<file path="config.mk">
export PLATFORM = sky130hd
export DESIGN_NAME = agevec_addr_gen
export DESIGN_NICKNAME = d
export VERILOG_FILES = /design/src/rtl/avg_pkg.sv /design/src/rtl/avg_modadd.sv /design/src/rtl/avg_base_ptr.sv /design/src/rtl/avg_window_fsm.sv /design/src/rtl/agevec_addr_gen.sv
export SDC_FILE = /design/constraint.sdc
export NUM_CORES = 1
export LEC_CHECK = 0
export BUFFER_PORTS_ARGS = -buffer_cell sky130_fd_sc_hd__buf_2
export CORE_ASPECT_RATIO = 1.1
export CORE_MARGIN = 4
export CORE_UTILIZATION = 55
export CTS_BUF_LIST = sky130_fd_sc_hd__clkbuf_8
export CTS_CLUSTER_SIZE = 40
export DETAILED_ROUTE_END_ITERATION = 8
export GPL_TIMING_DRIVEN = 0
export PLACE_DENSITY_LB_ADDON = 0.1
export SLEW_MARGIN = 10
export SYNTH_ARGS = -nofsm -noshare
export SYNTH_HDL_FRONTEND = slang
export SYNTH_SLANG_ARGS = --single-unit
</file>
<file path="constraint.sdc">
create_clock -name clk -period 6.3 [get_ports clk]
set_input_delay 0.63 -clock clk [delete_from_list [all_inputs] [get_ports clk]]
set_output_delay 0.63 -clock clk [all_outputs]
set_load 0.02 [all_outputs]
</file>
<file path="src/rtl/avg_pkg.sv">
package avg_pkg;
    typedef enum logic [0:0] {
        AVG_FILL   = 1'b0,
        AVG_STEADY = 1'b1
    } avg_state_e;
endpackage

</file>
<file path="src/rtl/avg_modadd.sv">
// (a + b) mod MOD by one compare-and-subtract; valid for a < MOD, b <= MOD.
module avg_modadd #(
    parameter int W   = 4,
    parameter int MOD = 6
) (
    input  logic [W-1:0] a,
    input  logic [W-1:0] b,
    output logic [W-1:0] y
);
    localparam logic [W:0] M_W = (W+1)'(MOD);

    logic [W:0] sum;

    always_comb begin
        sum = {1'b0, a} + {1'b0, b};
        if (sum >= M_W) begin
            y = W'(sum - M_W);
        end else begin
            y = sum[W-1:0];
        end
    end
endmodule

</file>
<file path="src/rtl/avg_base_ptr.sv">
// Base pointer, per-iteration write counter and the two address adders.
module avg_base_ptr #(
    parameter int WIN_LEN  = 5,
    parameter int AGE_STEP = 2,
    parameter int BUF      = 6,
    parameter int AW       = 3,
    parameter int OW       = 4,
    parameter int CW       = 2
) (
    input  logic          clk,
    input  logic          rst_n,
    input  logic          iter_stb,
    input  logic          wr_req,
    input  logic [OW-1:0] rd_idx_x,
    output logic          wr_ok,
    output logic [OW-1:0] adv_n,
    output logic [AW-1:0] wr_addr,
    output logic [AW-1:0] rd_addr
);
    localparam logic [CW-1:0] STEP_C = CW'(AGE_STEP);
    localparam logic [OW-1:0] LEN_W  = OW'(WIN_LEN);

    logic [AW-1:0] base_q;
    logic [CW-1:0] wcnt_q;
    logic [OW-1:0] base_x;
    logic [OW-1:0] wr_off;
    logic [OW-1:0] adv_sum;
    logic [OW-1:0] wr_sum;
    logic [OW-1:0] rd_sum;

    assign base_x = {1'b0, base_q};
    assign wr_ok  = wr_req && (wcnt_q < STEP_C);
    assign adv_n  = OW'(wcnt_q) + OW'(wr_ok);
    assign wr_off = LEN_W + OW'(wcnt_q);

    avg_modadd #(.W(OW), .MOD(BUF)) u_adv (.a(base_x), .b(adv_n),    .y(adv_sum));
    avg_modadd #(.W(OW), .MOD(BUF)) u_wra (.a(base_x), .b(wr_off),   .y(wr_sum));
    avg_modadd #(.W(OW), .MOD(BUF)) u_rda (.a(base_x), .b(rd_idx_x), .y(rd_sum));

    assign wr_addr = wr_sum[AW-1:0];
    assign rd_addr = rd_sum[AW-1:0];

    always_ff @(posedge clk or negedge rst_n) begin
        if (!rst_n) begin
            base_q <= '0;
            wcnt_q <= '0;
        end else if (iter_stb) begin
            base_q <= adv_sum[AW-1:0];
            wcnt_q <= '0;
        end else if (wr_ok) begin
            wcnt_q <= wcnt_q + 1'b1;
        end
    end
endmodule

</file>
<file path="src/rtl/avg_window_fsm.sv">
// Warm-up tracking: FILL until WIN_LEN samples are committed, then STEADY.
module avg_window_fsm
    import avg_pkg::*;
#(
    parameter int WIN_LEN = 5,
    parameter int OW      = 4
) (
    input  logic          clk,
    input  logic          rst_n,
    input  logic          iter_stb,
    input  logic [OW-1:0] adv_n,
    input  logic [OW-1:0] rd_idx_x,
    output logic          slot_hit,
    output avg_state_e    state
);
    localparam logic [OW-1:0] LEN_W = OW'(WIN_LEN);

    avg_state_e    state_q;
    avg_state_e    state_d;
    logic [OW-1:0] fill_q;
    logic [OW-1:0] fill_sum;
    logic [OW-1:0] fill_sat;

    assign fill_sum = fill_q + adv_n;
    assign fill_sat = (fill_sum >= LEN_W) ? LEN_W : fill_sum;

    always_comb begin
        state_d = state_q;
        unique case (state_q)
            AVG_FILL:   if (iter_stb && (fill_sum >= LEN_W)) state_d = AVG_STEADY;
            AVG_STEADY: state_d = AVG_STEADY;
        endcase
    end

    always_ff @(posedge clk or negedge rst_n) begin
        if (!rst_n) begin
            state_q <= AVG_FILL;
            fill_q  <= '0;
        end else begin
            state_q <= state_d;
            if (iter_stb && (state_q == AVG_FILL)) begin
                fill_q <= fill_sat;
            end
        end
    end

    always_comb begin
        slot_hit = 1'b0;
        unique case (state_q)
            AVG_FILL:   slot_hit = (rd_idx_x >= (LEN_W - fill_q));
            AVG_STEADY: slot_hit = 1'b1;
        endcase
    end

    assign state = state_q;
endmodule

</file>
<file path="src/rtl/agevec_addr_gen.sv">
module agevec_addr_gen #(
    parameter int WIN_LEN  = 5,
    parameter int AGE_STEP = 2,
    localparam int BUF     = WIN_LEN + AGE_STEP - 1,
    localparam int IW      = $clog2(WIN_LEN),
    localparam int AW      = $clog2(BUF)
) (
    input  logic          clk,
    input  logic          rst_n,
    input  logic          iter_stb,
    input  logic          wr_req,
    input  logic          rd_req,
    input  logic [IW-1:0] rd_idx,
    output logic [AW-1:0] ram_addr,
    output logic          ram_we,
    output logic          ram_re,
    output logic          rd_hit
);
    import avg_pkg::*;

    localparam int OW = AW + 1;
    localparam int CW = $clog2(AGE_STEP + 1);
    localparam logic [OW-1:0] LEN_W = OW'(WIN_LEN);

    logic [OW-1:0] rd_idx_x;
    logic          wr_ok;
    logic [OW-1:0] adv_n;
    logic [AW-1:0] wr_addr;
    logic [AW-1:0] rd_addr;
    logic          slot_hit;
    avg_state_e    win_state;
    logic          rd_go;

    assign rd_idx_x = OW'(rd_idx);
    assign rd_go    = rd_req && !wr_req && (rd_idx_x < LEN_W);

    avg_base_ptr #(
        .WIN_LEN(WIN_LEN), .AGE_STEP(AGE_STEP), .BUF(BUF),
        .AW(AW), .OW(OW), .CW(CW)
    ) u_base (
        .clk(clk), .rst_n(rst_n), .iter_stb(iter_stb), .wr_req(wr_req),
        .rd_idx_x(rd_idx_x), .wr_ok(wr_ok), .adv_n(adv_n),
        .wr_addr(wr_addr), .rd_addr(rd_addr)
    );

    avg_window_fsm #(.WIN_LEN(WIN_LEN), .OW(OW)) u_fsm (
        .clk(clk), .rst_n(rst_n), .iter_stb(iter_stb), .adv_n(adv_n),
        .rd_idx_x(rd_idx_x), .slot_hit(slot_hit), .state(win_state)
    );

    always_ff @(posedge clk or negedge rst_n) begin
        if (!rst_n) begin
            ram_addr <= '0;
            ram_we   <= 1'b0;
            ram_re   <= 1'b0;
            rd_hit   <= 1'b0;
        end else begin
            ram_we <= wr_ok;
            ram_re <= rd_go;
            rd_hit <= rd_go && slot_hit && (win_state inside {AVG_FILL, AVG_STEADY});
            if (wr_ok) begin
                ram_addr <= wr_addr;
            end else if (rd_go) begin
                ram_addr <= rd_addr;
            end
        end
    end
endmodule

</file>
==> impl_metrics.tcl <==
set metrics [dict create \
    grt_max_degree 17 \
    hold_ws_ns 0.285 \
    combPwrFrac_pct 61.7 \
    clk_pin_slew_ns 0.06 \
    min_period_ns 2.65 \
    fin_tns_setup_ns 0 \
    syn_avg_cell_area_um2 9.83 \
    start_util_pct 60.2 \
    crit_required_ns 6.44 \
    r2r_slack_ns 3.65 \
    slew_violations 0 \
    clockPowerShare_pct 13.4 \
    post-route-drc-count 0 \
    dp_hpwl_um 1980 \
    setup.worst_path.class "reg2reg" \
    cp_slowest_cell "fa_1" \
    die_h_um 58.4 \
    pre_cts_slack_ns 3.42 \
    finalSetupViolations 0 \
    grt_usage_pct 18.3 \
    syn_inst 129 \
    p_per_area_nw_per_um2 473 \
    start_kind "flop" \
    overflow 0 \
    placed_area_um2 1360 \
    hold_path_class "in2async" \
    rsz0062_at_grt "false" \
    synth-seq-cells 16 \
    finalCritPeriodShare_pct 42.1 \
    crit_fanout 5 \
    post_cts_buffers 0 \
    rr_endpoint "u_fsm.state" \
    post_cts_resized 0 \
    core_area_um2 2110 \
    h-tree-depth 1 \
    synthesis.nets 159 \
    total_leakage_power_nw 0.677 \
    cts_buffers 3 \
    die_w_um 53.8 \
    grt_pass1_wl_um 4230 \
    cts_tree "built" \
    antenna-diode-count 0 \
    r2r_cells 10 \
    ir_drop_uv 240 \
    antenna_found_initial 0 \
    p_sw_mw 0.293 \
    gp_congestion 0.806 \
    max_freq_ghz 0.377 \
    totalWireLength_um 2420 \
    vias 967 \
    p_sw_share_pct 43.7 \
    routedWlPerCell_um 14.0 \
    grt_pass1_vias 999 \
    arrival_ns 2.79 \
    worst_clock_skew_ns 0.00324 \
    final_cell_area_um2 1420 \
    finalWorstSetupSlack_ns 3.65 \
    vias_per_cell 5.59 \
    rows 17 \
    path_cells "inv_1, nand2_1, inv_1, ha_1, ha_1, fa_1, xnor2_1, o32ai_1, nand3b_1, a21o_1" \
    ys_types 40 \
    io_pins 14 \
    drt_iter0_markers 8 \
    ys_seq_area_share_pct 31.6 \
    async_flop_share_pct 100 \
    fin_util_pct 67.3 \
    slew_headroom_pct 69.8 \
    postCtsHoldBufs 0 \
    fin_total_pwr_mw 0.670 \
    r2r_start "u_base.wcnt_q[1]" \
    dp_cells 169 \
    p_seq_share_pct 24.9 \
    hold_viol_final 0 \
    max-cap-violations 0 \
    clkLatencyLatePin_ns 0.25 \
    internal_power_mw 0.377 \
    layout.filler_cells 166 \
    drive_gt1_share_pct 15.2 \
    area_growth_pct 11.8 \
    syn-cell-area_um2 1270 \
    clk_path_buf_depth 2 \
    ys_dominant_reg_cell "dfrtp_1" \
    status "complete, no violations" \
    worstMarginPinSlew_ns 0.452 \
    stdcell_count 173 \
    yosysWarningCount 0 \
    ant_nets 0 \
    synth_edf_count 0 \
    root_buffer "clkbuf_8" \
    final_nets 176 \
    first_pass_iters 6 \
    cp_slowest_stage_delay_ns 0.42 \
    die_area_um2 3140 \
    clock_sinks 16 \
    worstSetupEndpointType "flop" \
    portBuffers 12 \
]
## placed cells by master, fill, tap and decap left out, drive strengths merged
master   instances
nor3             1
xnor2            5
a21oi            9
a22oi            1
dfrtp           16
fa               4
o221ai           1
a21o             2
inv             17
nand2            6
xor2             1
o31ai            1
mux2             1
o21ai            4
o22ai            2
buf             13
o211ai           2
o32ai            1
nor2             8
o22a             1
nor3b            1
ha              18
a221oi           1
clkbuf           6
nor4b            1
or3              1
nand3b           3
a31oi            2
mux2i            2
a21boi           2
a211oi           2
nand3            2
nor2b            3
nand2b           2
o21bai           1
a2111oi          1
or2              1
## power by group through the flow
| stage | combinational [mW] | sequential, mW | clock [mW] |
|---|---|---|---|
| after CTS | 0.416 | 0.167 | 0.0922 |
| after global routing | 0.469 | 0.171 | 0.0968 |
| after detailed placement | 0.412 | 0.169 | 0 |
| final | 0.413 | 0.167 | 0.0897 |
| after floorplan | 0.320 | 0.172 | 0 |
| after global placement | 0.394 | 0.167 | 0 |
## registers in the layout, summed over array words and instances, names as in the netlist
signal         count
u_fsm.fill_q       4
ram_addr           3
u_base.base_q      3
u_base.wcnt_q      2
ram_re             1
ram_we             1
rd_hit             1
u_fsm.state        1
## layout make-up
type / count / area [um^2] / area share [%]
clock buffer: 4 / 55.1 / 3.88
tap: 28 / 35.0 / 2.47
buffer: 3 / 13.8 / 0.971
inverter: 17 / 63.8 / 4.50
timing repair buffer: 12 / 60.1 / 4.24
multi-input combinational: 93 / 790 / 55.7
sequential: 16 / 400 / 28.2
## cell usage after synthesis (all sizes together), types with 3 or more instances
cell type | count | area [um^2]
fa | 4 | 80.1
a21oi | 9 | 48.8
xnor2 | 5 | 43.8
o21ai | 4 | 20.0
inv | 17 | 63.8
ha | 18 | 225
nand2 | 6 | 22.5
dfrtp | 16 | 400
nor2b | 3 | 18.8
nand3b | 3 | 22.5
nor2 | 8 | 30.0
## kinds of logic (layout without fill, tap and decap cells)
| kind of cell | Yosys count | in the layout | share of synthesized area (%) |
|---|---|---|---|
| compound gates | 33 | 33 | 19.3 |
| simple gates | 29 | 29 | 12.2 |
| fa+ha+maj | 22 | 22 | 24.1 |
| buf+inv | 20 | 36 | 6.12 |
| flops | 16 | 16 | 31.6 |
| xor+xnor | 6 | 6 | 4.15 |
| mux | 3 | 3 | 2.47 |
## routing by layer
metal / vias up / track usage, % / wire length, um
met5: - / 0 / 0
met4: 0 / 8.76 / 38
met3: 4 / 1.52 / 37
met2: 12 / 30.8 / 1240
met1: 464 / 23.1 / 1110
li1: 487 / - / -
## worst max-delay path by stage
stage / start / endpoint / slack (ns) / cells past startpoint
detailed placement: wr_req / u_fsm.state / 3.42 / 10
floorplan: wr_req / u_fsm.state / 3.79 / 9
finish: u_base.wcnt_q[1] / u_fsm.state / 3.65 / 10
CTS: u_base.wcnt_q[1] / u_fsm.state / 3.64 / 10
global route: u_base.wcnt_q[1] / u_fsm.state / 3.47 / 10
global placement: wr_req / u_fsm.state / 3.47 / 10
## worst max-delay path: cells and delay by family (launching register included)
kind | cells | cell delay (ns)
compound gates | 2 | 0.30
xor+xnor | 1 | 0.21
fa+ha+maj | 3 | 0.97
buf+inv | 2 | 0.25
flops | 1 | 0.41
simple gates | 2 | 0.39
(Power assumes the default switching activity.)
